### config.mk
export PLATFORM = sky130hd
export DESIGN_NAME = oled_init_seq
export DESIGN_NICKNAME = d
export VERILOG_FILES = /design/src/rtl/oled_seq_pkg.sv /design/src/rtl/oled_seq_rom.sv /design/src/rtl/oled_seq_ctrl.sv /design/src/rtl/oled_init_seq.sv
export SDC_FILE = /design/constraint.sdc
export NUM_CORES = 1
export LEC_CHECK = 0
export ABC_AREA = 1
export BUFFER_PORTS_ARGS = -buffer_cell sky130_fd_sc_hd__clkbuf_2
export CORE_AREA = 2 2 43 45
export DETAILED_ROUTE_END_ITERATION = 10
export DIE_AREA = 0 0 45 47
export GPL_TIMING_DRIVEN = 0
export MAX_ROUTING_LAYER = met4
export PLACE_DENSITY = 0.78
export SYNTH_ARGS = -nofsm -noshare
export SYNTH_HDL_FRONTEND = slang
export SYNTH_HIERARCHICAL = 1
export SYNTH_SLANG_ARGS = --single-unit
### constraint.sdc
create_clock -name clk_i -period 2.1 [get_ports clk_i]
set_clock_uncertainty 0.05 [all_clocks]
set_input_delay 0.525 -clock clk_i [delete_from_list [all_inputs] [get_ports clk_i]]
set_output_delay 0.525 -clock clk_i [all_outputs]
set_load 0.05 [all_outputs]
### src/rtl/oled_seq_pkg.sv
package oled_seq_pkg;
  localparam int SEQ_LEN = 32;
  localparam int IDX_W   = $clog2(SEQ_LEN);
  typedef logic [7:0] byte_t;
  typedef logic [IDX_W-1:0] idx_t;
  typedef enum logic {ST_RUN = 1'b0, ST_IDLE = 1'b1} seq_state_e;
endpackage

### src/rtl/oled_seq_rom.sv
module oled_seq_rom
  import oled_seq_pkg::*;
#(
  parameter int PANEL_W = 128,
  parameter int PANEL_H = 128
) (
  input  idx_t  idx_i,
  output byte_t byte_o
);
  localparam byte_t COL_END = 8'((PANEL_W / 2) - 1);
  localparam byte_t ROW_END = 8'(PANEL_H - 1);

  always_comb begin
    unique case (idx_i)
      5'd0:  byte_o = 8'h81;  // contrast
      5'd1:  byte_o = 8'h80;
      5'd2:  byte_o = 8'h15;  // column window
      5'd3:  byte_o = 8'h00;
      5'd4:  byte_o = COL_END;
      5'd5:  byte_o = 8'h75;  // row window
      5'd6:  byte_o = 8'h00;
      5'd7:  byte_o = ROW_END;
      5'd8:  byte_o = 8'hA0;  // remap
      5'd9:  byte_o = 8'h53;
      5'd10: byte_o = 8'hA1;  // start line
      5'd11: byte_o = 8'h00;
      5'd12: byte_o = 8'hA2;  // offset
      5'd13: byte_o = 8'h00;
      5'd14: byte_o = 8'hA4;  // normal mode
      5'd15: byte_o = 8'hA8;  // mux ratio
      5'd16: byte_o = ROW_END;
      5'd17: byte_o = 8'hB1;  // phase length
      5'd18: byte_o = 8'h55;
      5'd19: byte_o = 8'hB9;  // linear gray table
      5'd20: byte_o = 8'hB3;  // clock
      5'd21: byte_o = 8'h01;
      5'd22: byte_o = 8'hAB;  // internal regulator
      5'd23: byte_o = 8'h01;
      5'd24: byte_o = 8'hB6;  // precharge period
      5'd25: byte_o = 8'h01;
      5'd26: byte_o = 8'hBC;  // precharge level
      5'd27: byte_o = 8'h08;
      5'd28: byte_o = 8'hBE;  // vcomh
      5'd29: byte_o = 8'h07;
      5'd30: byte_o = 8'hD5;  // function B
      5'd31: byte_o = 8'h62;
      default: byte_o = 8'h00;
    endcase
  end
endmodule

### src/rtl/oled_seq_ctrl.sv
module oled_seq_ctrl
  import oled_seq_pkg::*;
#(
  parameter int LEN = SEQ_LEN
) (
  input  logic clk_i,
  input  logic rst_ni,
  input  logic ready_i,
  output idx_t idx_o,
  output logic valid_o,
  output logic done_o
);
  localparam idx_t LAST = idx_t'(LEN - 1);

  seq_state_e state_q;
  idx_t       idx_q;
  logic       done_q;

  always_ff @(posedge clk_i or negedge rst_ni) begin
    if (!rst_ni) begin
      state_q <= ST_RUN;
      idx_q   <= '0;
      done_q  <= 1'b0;
    end else begin
      done_q <= 1'b0;
      if (state_q == ST_RUN && ready_i) begin
        if (idx_q == LAST) begin
          state_q <= ST_IDLE;
          done_q  <= 1'b1;
        end else begin
          idx_q <= idx_q + idx_t'(1);
        end
      end
    end
  end

  assign idx_o   = idx_q;
  assign valid_o = (state_q == ST_RUN);
  assign done_o  = done_q;
endmodule

### src/rtl/oled_init_seq.sv
module oled_init_seq
  import oled_seq_pkg::*;
#(
  parameter int PANEL_W = 128,
  parameter int PANEL_H = 128
) (
  input  logic       clk_i,
  input  logic       rst_ni,
  input  logic       ready_i,
  output logic       valid_o,
  output logic [7:0] byte_o,
  output logic       dc_o,
  output logic       done_o
);
  localparam logic CMD_CHANNEL = 1'b0;

  idx_t idx;

  oled_seq_ctrl #(.LEN(SEQ_LEN)) i_ctrl (
    .clk_i   (clk_i),
    .rst_ni  (rst_ni),
    .ready_i (ready_i),
    .idx_o   (idx),
    .valid_o (valid_o),
    .done_o  (done_o)
  );

  oled_seq_rom #(.PANEL_W(PANEL_W), .PANEL_H(PANEL_H)) i_rom (
    .idx_i  (idx),
    .byte_o (byte_o)
  );

  // args travel on the command channel too
  assign dc_o = CMD_CHANNEL;
endmodule

* Yosys cells after proc, flatten, opt, wreduce, memory -nomap -nowiden
Memories as Yosys holds them, arrays and structs flattened.
Cells that the tools add are included.
** Word-level totals
- Flip-flop bits (word level) :: 7
- Bits in read-only memories :: 256
- Output and inout port bits :: 11
- Logic and storage cells :: 13
- Memories kept :: 1
** Memories
- (name not given) :: words 32, width 8, rd ports 1, clocked after memory_dff 0, write ports 0, RTL line oled_seq_rom.sv:14 : unique case (idx_i)
** Operators by class
- $add $sub $neg :: 1
- Equality and inequality tests :: 1
- Muxes and demuxes :: 2
- Bitwise operators :: 2
- Reductions and logical operators :: 3
** Operators by type and width (count)
- adder 5 x 1 -> 5 bit, second input constant :: 1
- == test 5 bit, second input constant :: 1
- AND reduction 2 bit :: 2
- 2-to-1 mux 1 bit :: 2
- NOT 1 bit :: 2
- logical AND 1 bit :: 1

* Depth between registers and ports, before layout
- Word-level depth :: 3
- Mapped depth :: 9

* Cells and area by module
The synthesis kept the hierarchy.
** Modules (own cells, without submodules)
- oled_seq_rom :: times used 1, cells each 97, area an instance 479.2 sq um, seq. area each 0.0 sq um
- oled_seq_ctrl :: times used 1, cells each 37, area an instance 347.8 sq um, seq. area each 175.2 sq um
- oled_init_seq :: times used 1, cells each 2, area an instance 11.3 sq um, seq. area each 0.0 sq um

* Least setup slack after synthesis
OpenSTA, ideal clock, no wires.
- Path kind :: register to output
- Start :: register i_ctrl.idx_q[0], in the netlist i_ctrl/idx_o[0]
- End :: output byte_o[1]
- Arrival time :: 1.881 ns
- Slack :: -0.356 ns
- Cell stages (with the launch flop) :: 8
- Path buffers :: 0
- Cell sequence :: dfrtp_1 > inv_1 > ha_1 > inv_1 > nand3_1 > nand2_1 > nor2_1 > nor2_1
** On the way
- Word-level cells in the longest chain between the ends :: 1
** RTL lines
- start, declared :: RTL line oled_seq_ctrl.sv:16 : idx_t idx_q;
- start signal, assigned :: RTL line oled_seq_ctrl.sv:31 : idx_q <= idx_q + idx_t'(1);
- memory (32 x 8 bit)
- end, declared :: RTL line oled_init_seq.sv:11 : output logic [7:0] byte_o,
No other way between the ends.

* Worst setup path in the final report
- Start :: register i_ctrl.idx_q[1], in the netlist i_ctrl/idx_o[1]
- End :: output byte_o[5]
The elaborated chain is that of the path after synthesis.

==> summary.md <==
| Metric | Value |
|---|---|
| CP required | 1.52 ns |
| Vias | 1038 |
| Vias in the first global route | 960 |
| Final critical-path required period | 2.26 ns |
| Hold Crit Class | in -> async |
| Leak pwr | 0.696 nW |
| Gpl congestion | 0.950 |
| Max VDD drop | 0.362 mV |
| Later-pin clock latency in the skew report | 0.26 ns |
| Critical-path top delay cell | dfrtp_2 |
| Die Height | 47 µm |
| Crit path DAT | 1.69 ns |
| First-pass GRT wire length | 4.28 mm |
| Setup violations, final | 8 |
| Bufs and invs on worst path | 4 |
| Antenna diodes | 0 |
| Tcrit/Tclk final | 108% |
| Critical path's largest stage delay | 0.44 ns |
| Cell accounting for the most synthesized area | nand2_1 |
| Wire length per cell | 17.3 µm |
| Synth Cell Area | 838 µm² |
| TritonCTS Buffers | 3 |
| DRC | 0 |
| Synth async-reset ratio | 100% |
| Max cap viols | 0 |
| Initial Utilization | 50.8% |
| Synthesized flop and latch total | 7 |
| Register area share after synthesis | 20.9% |
| CTS tree | yes |
| Placed Area | 955 µm² |
| Vias per cell | 5.67 |
| Outcome | finished, violations left |
| Area of the core | 0.00165 mm² |
| Fin. Hold Viols | 0 |
| Core Util, Final | 87.9% |
| Clk sink count | 7 |
| EDFF count, synth | 0 |
| Failing checks | negative setup slack |
| RSZ-0062 raised after global routing | yes |
| Routed WL | 3.16 mm |
| Critical Path Source | i_ctrl/idx_o[1]$_DFFE_PN0P_ |
| CTS Root Cell | clkbuf_4 |
| Final instance area | 0.00145 mm² |
| Boundary Pins | 14 |
| PD cells | 186 mW/mm² |
| Syn_area_per_cell | 6.16 µm² |
| Drt pass-1 iters | 4 |
| Max Fclk | 442 MHz |
| Most common cell on crit path | nand2_2 |
| Initial DRC Count | 20 |
| Clock slew at reported path FFs | 0.06 ns |
| Net count after synthesis | 149 |
| Remaining Overflow, GRT | 0 |
| Mapped Cells | 136 |
| Final Worst Setup Slack | -0.165 ns |
| Share of the synthesized area in the top cell type | 22.4% |
| Die Width | 45 µm |
| Critical path capture point type | output port |
| IO Port Bufs | 12 |
| Fill cells | 74 |
| Htree depth | 1 |
| Layout cell share with drive strength beyond 1 | 56.6% |
| Netlist cell types | 23 |
| Layout area overhead | 73.1% |
| Largest net degree at the start of global routing | 11 |
| Critical Path Fanout Max | 4 |
| GRT Util Overall | 29.5% |
| Full die area | 0.00212 mm² |
| CP top delay family | flip-flops |
| Hold Buf Count CTS | 0 |
| DPL Wire Length | 1.39 mm |
| Initial antenna violation count | 0 |
| Worst-path cell chain | inv_4, ha_4, inv_4, nand2_2, nand2_2, inv_1, nand2_1, nand3_2, nand2_2, buf_8 |
| Worst setup SP type | flop |
| Final #Nets | 180 |
| Main synth FF type | dfrtp_1 |
| Ys Warns | 6 |
| FF-to-FF Start | i_ctrl/idx_o[0]$_DFFE_PN0P_ |
| Commonest cells post-synth | nand2_1, inv_1, nor2_1 |
| ANT nets after route | 0 |
| Synth area leaders | nand2_1, dfrtp_1, ha_1 |
| FP Rows | 15 |
| Fin. max-slew vios | 0 |
| CTS max path bufs | 2 |
| Most frequent cell after synthesis | nand2_1 |
| Crit path kind | reg -> out |
==> routing by layer <==
metal | vias to the layer above | wire (µm) | part of all wire [%] | GRT usage, %
li1 | 488 | - | - | -
met1 | 488 | 1210 | 38 | 33.8
met4 | 0 | 148 | 4.7 | 13.5
met2 | 50 | 1650 | 52 | 51.7
met5 | - | 0 | 0 | -
met3 | 12 | 154 | 4.9 | 3.08
==> path summary, 6_finish.rpt <==
path                       cells past startpoint  slack, ns                     endpoint
max                                           10      -0.16                    byte_o[5]
min in group clk_i                             1       0.42      i_ctrl/done_o$_DFF_PN0_
min                                            1       0.05  i_ctrl/idx_o[3]$_DFFE_PN0P_
max reg2reg                                   12       0.06  i_ctrl/idx_o[4]$_DFFE_PN0P_
min reg2reg                                    1       0.42      i_ctrl/done_o$_DFF_PN0_
max in group asynchronous                      1       1.76  i_ctrl/idx_o[0]$_DFFE_PN0P_
==> placed cells by master (no fill, tap or decap), drive strengths merged <==
master / netlist / final
o21a: 2 / 2
nand3: 12 / 12
nand2: 50 / 50
xnor2: 1 / 1
buf: 4 / 25
clkinvlp: 0 / 1
conb: 1 / 1
o21ai: 6 / 6
nand3b: 1 / 1
clkinv: 1 / 2
inv: 17 / 15
nor2: 15 / 15
nand4: 1 / 1
clkbuf: 0 / 9
ha: 10 / 10
a21oi: 6 / 6
dfrtp: 7 / 7
nor3: 2 / 2
==> flip-flops by register name, summed over array words and instances, names as in the netlist <==
register        flops
i_ctrl/state_q      1
i_ctrl/idx_o        5
i_ctrl/done_o       1
==> where the power goes <==
group / switching, mW / leakage (nW) / internal (mW)
clock network: 0.0514 / 0.0150 / 0.0726
logic: 0.00853 / 0.595 / 0.00275
registers: 0 / 0.0859 / 0.135
==> worst register-to-register path: cells and delay by family, from the launching register on <==
family        cells  cell delay (ns)
fa+ha+maj         2             0.40
flops             1             0.40
buf+inv           6             0.61
simple gates      4             0.47
==> final cells by class <==
| class | instances | area (µm²) | share of cell area, % |
|---|---|---|---|
| Multi-Input combinational cell | 107 | 817 | 56.3 |
| Tap cell | 17 | 21.3 | 1.47 |
| Clock buffer | 4 | 26.3 | 1.81 |
| Sequential cell | 7 | 180 | 12.4 |
| Inverter | 18 | 91.3 | 6.29 |
| Buffer | 4 | 31.3 | 2.16 |
| Timing Repair Buffer | 26 | 284 | 19.6 |
==> cells by family after synthesis <==
group,synth area share [%]
AND/OR/NAND/NOR,41.2
buffers and inverters,12.1
AO/OA/AOI/OAI,9.40
adder cells (fa/ha/maj),14.9
flip-flops,20.9
XOR/XNOR,1.04
other,0.447
==> metrics by stage <==
step | std cells | worst slack [ns] | TNS (ns) | power [mW] | hold WS (ns)
finish | 183 | -0.165 | -0.757 | 0.270 | 0.0496
global route | 183 | -0.188 | -1.18 | 0.279 | 0.0592
CTS | 179 | -0.0664 | -0.385 | 0.275 | 0.0430
detailed placement | 165 | -0.321 | -2.02 | 0.148 | 0.322
global placement | 165 | -0.276 | -1.70 | 0.148 | 0.320
floorplan | 136 | 0.00151 | 0 | 0.143 | 0.179
==> timing repair <==
item,CTS,global route
resized for setup,53,48
setup buffers,10,4
pin swaps,11,13
hold endpoints to repair,0,0
endpoints found under the setup margin,8,8
gates cloned,0,0
Note: power is estimated with default switching activity, not from simulation.
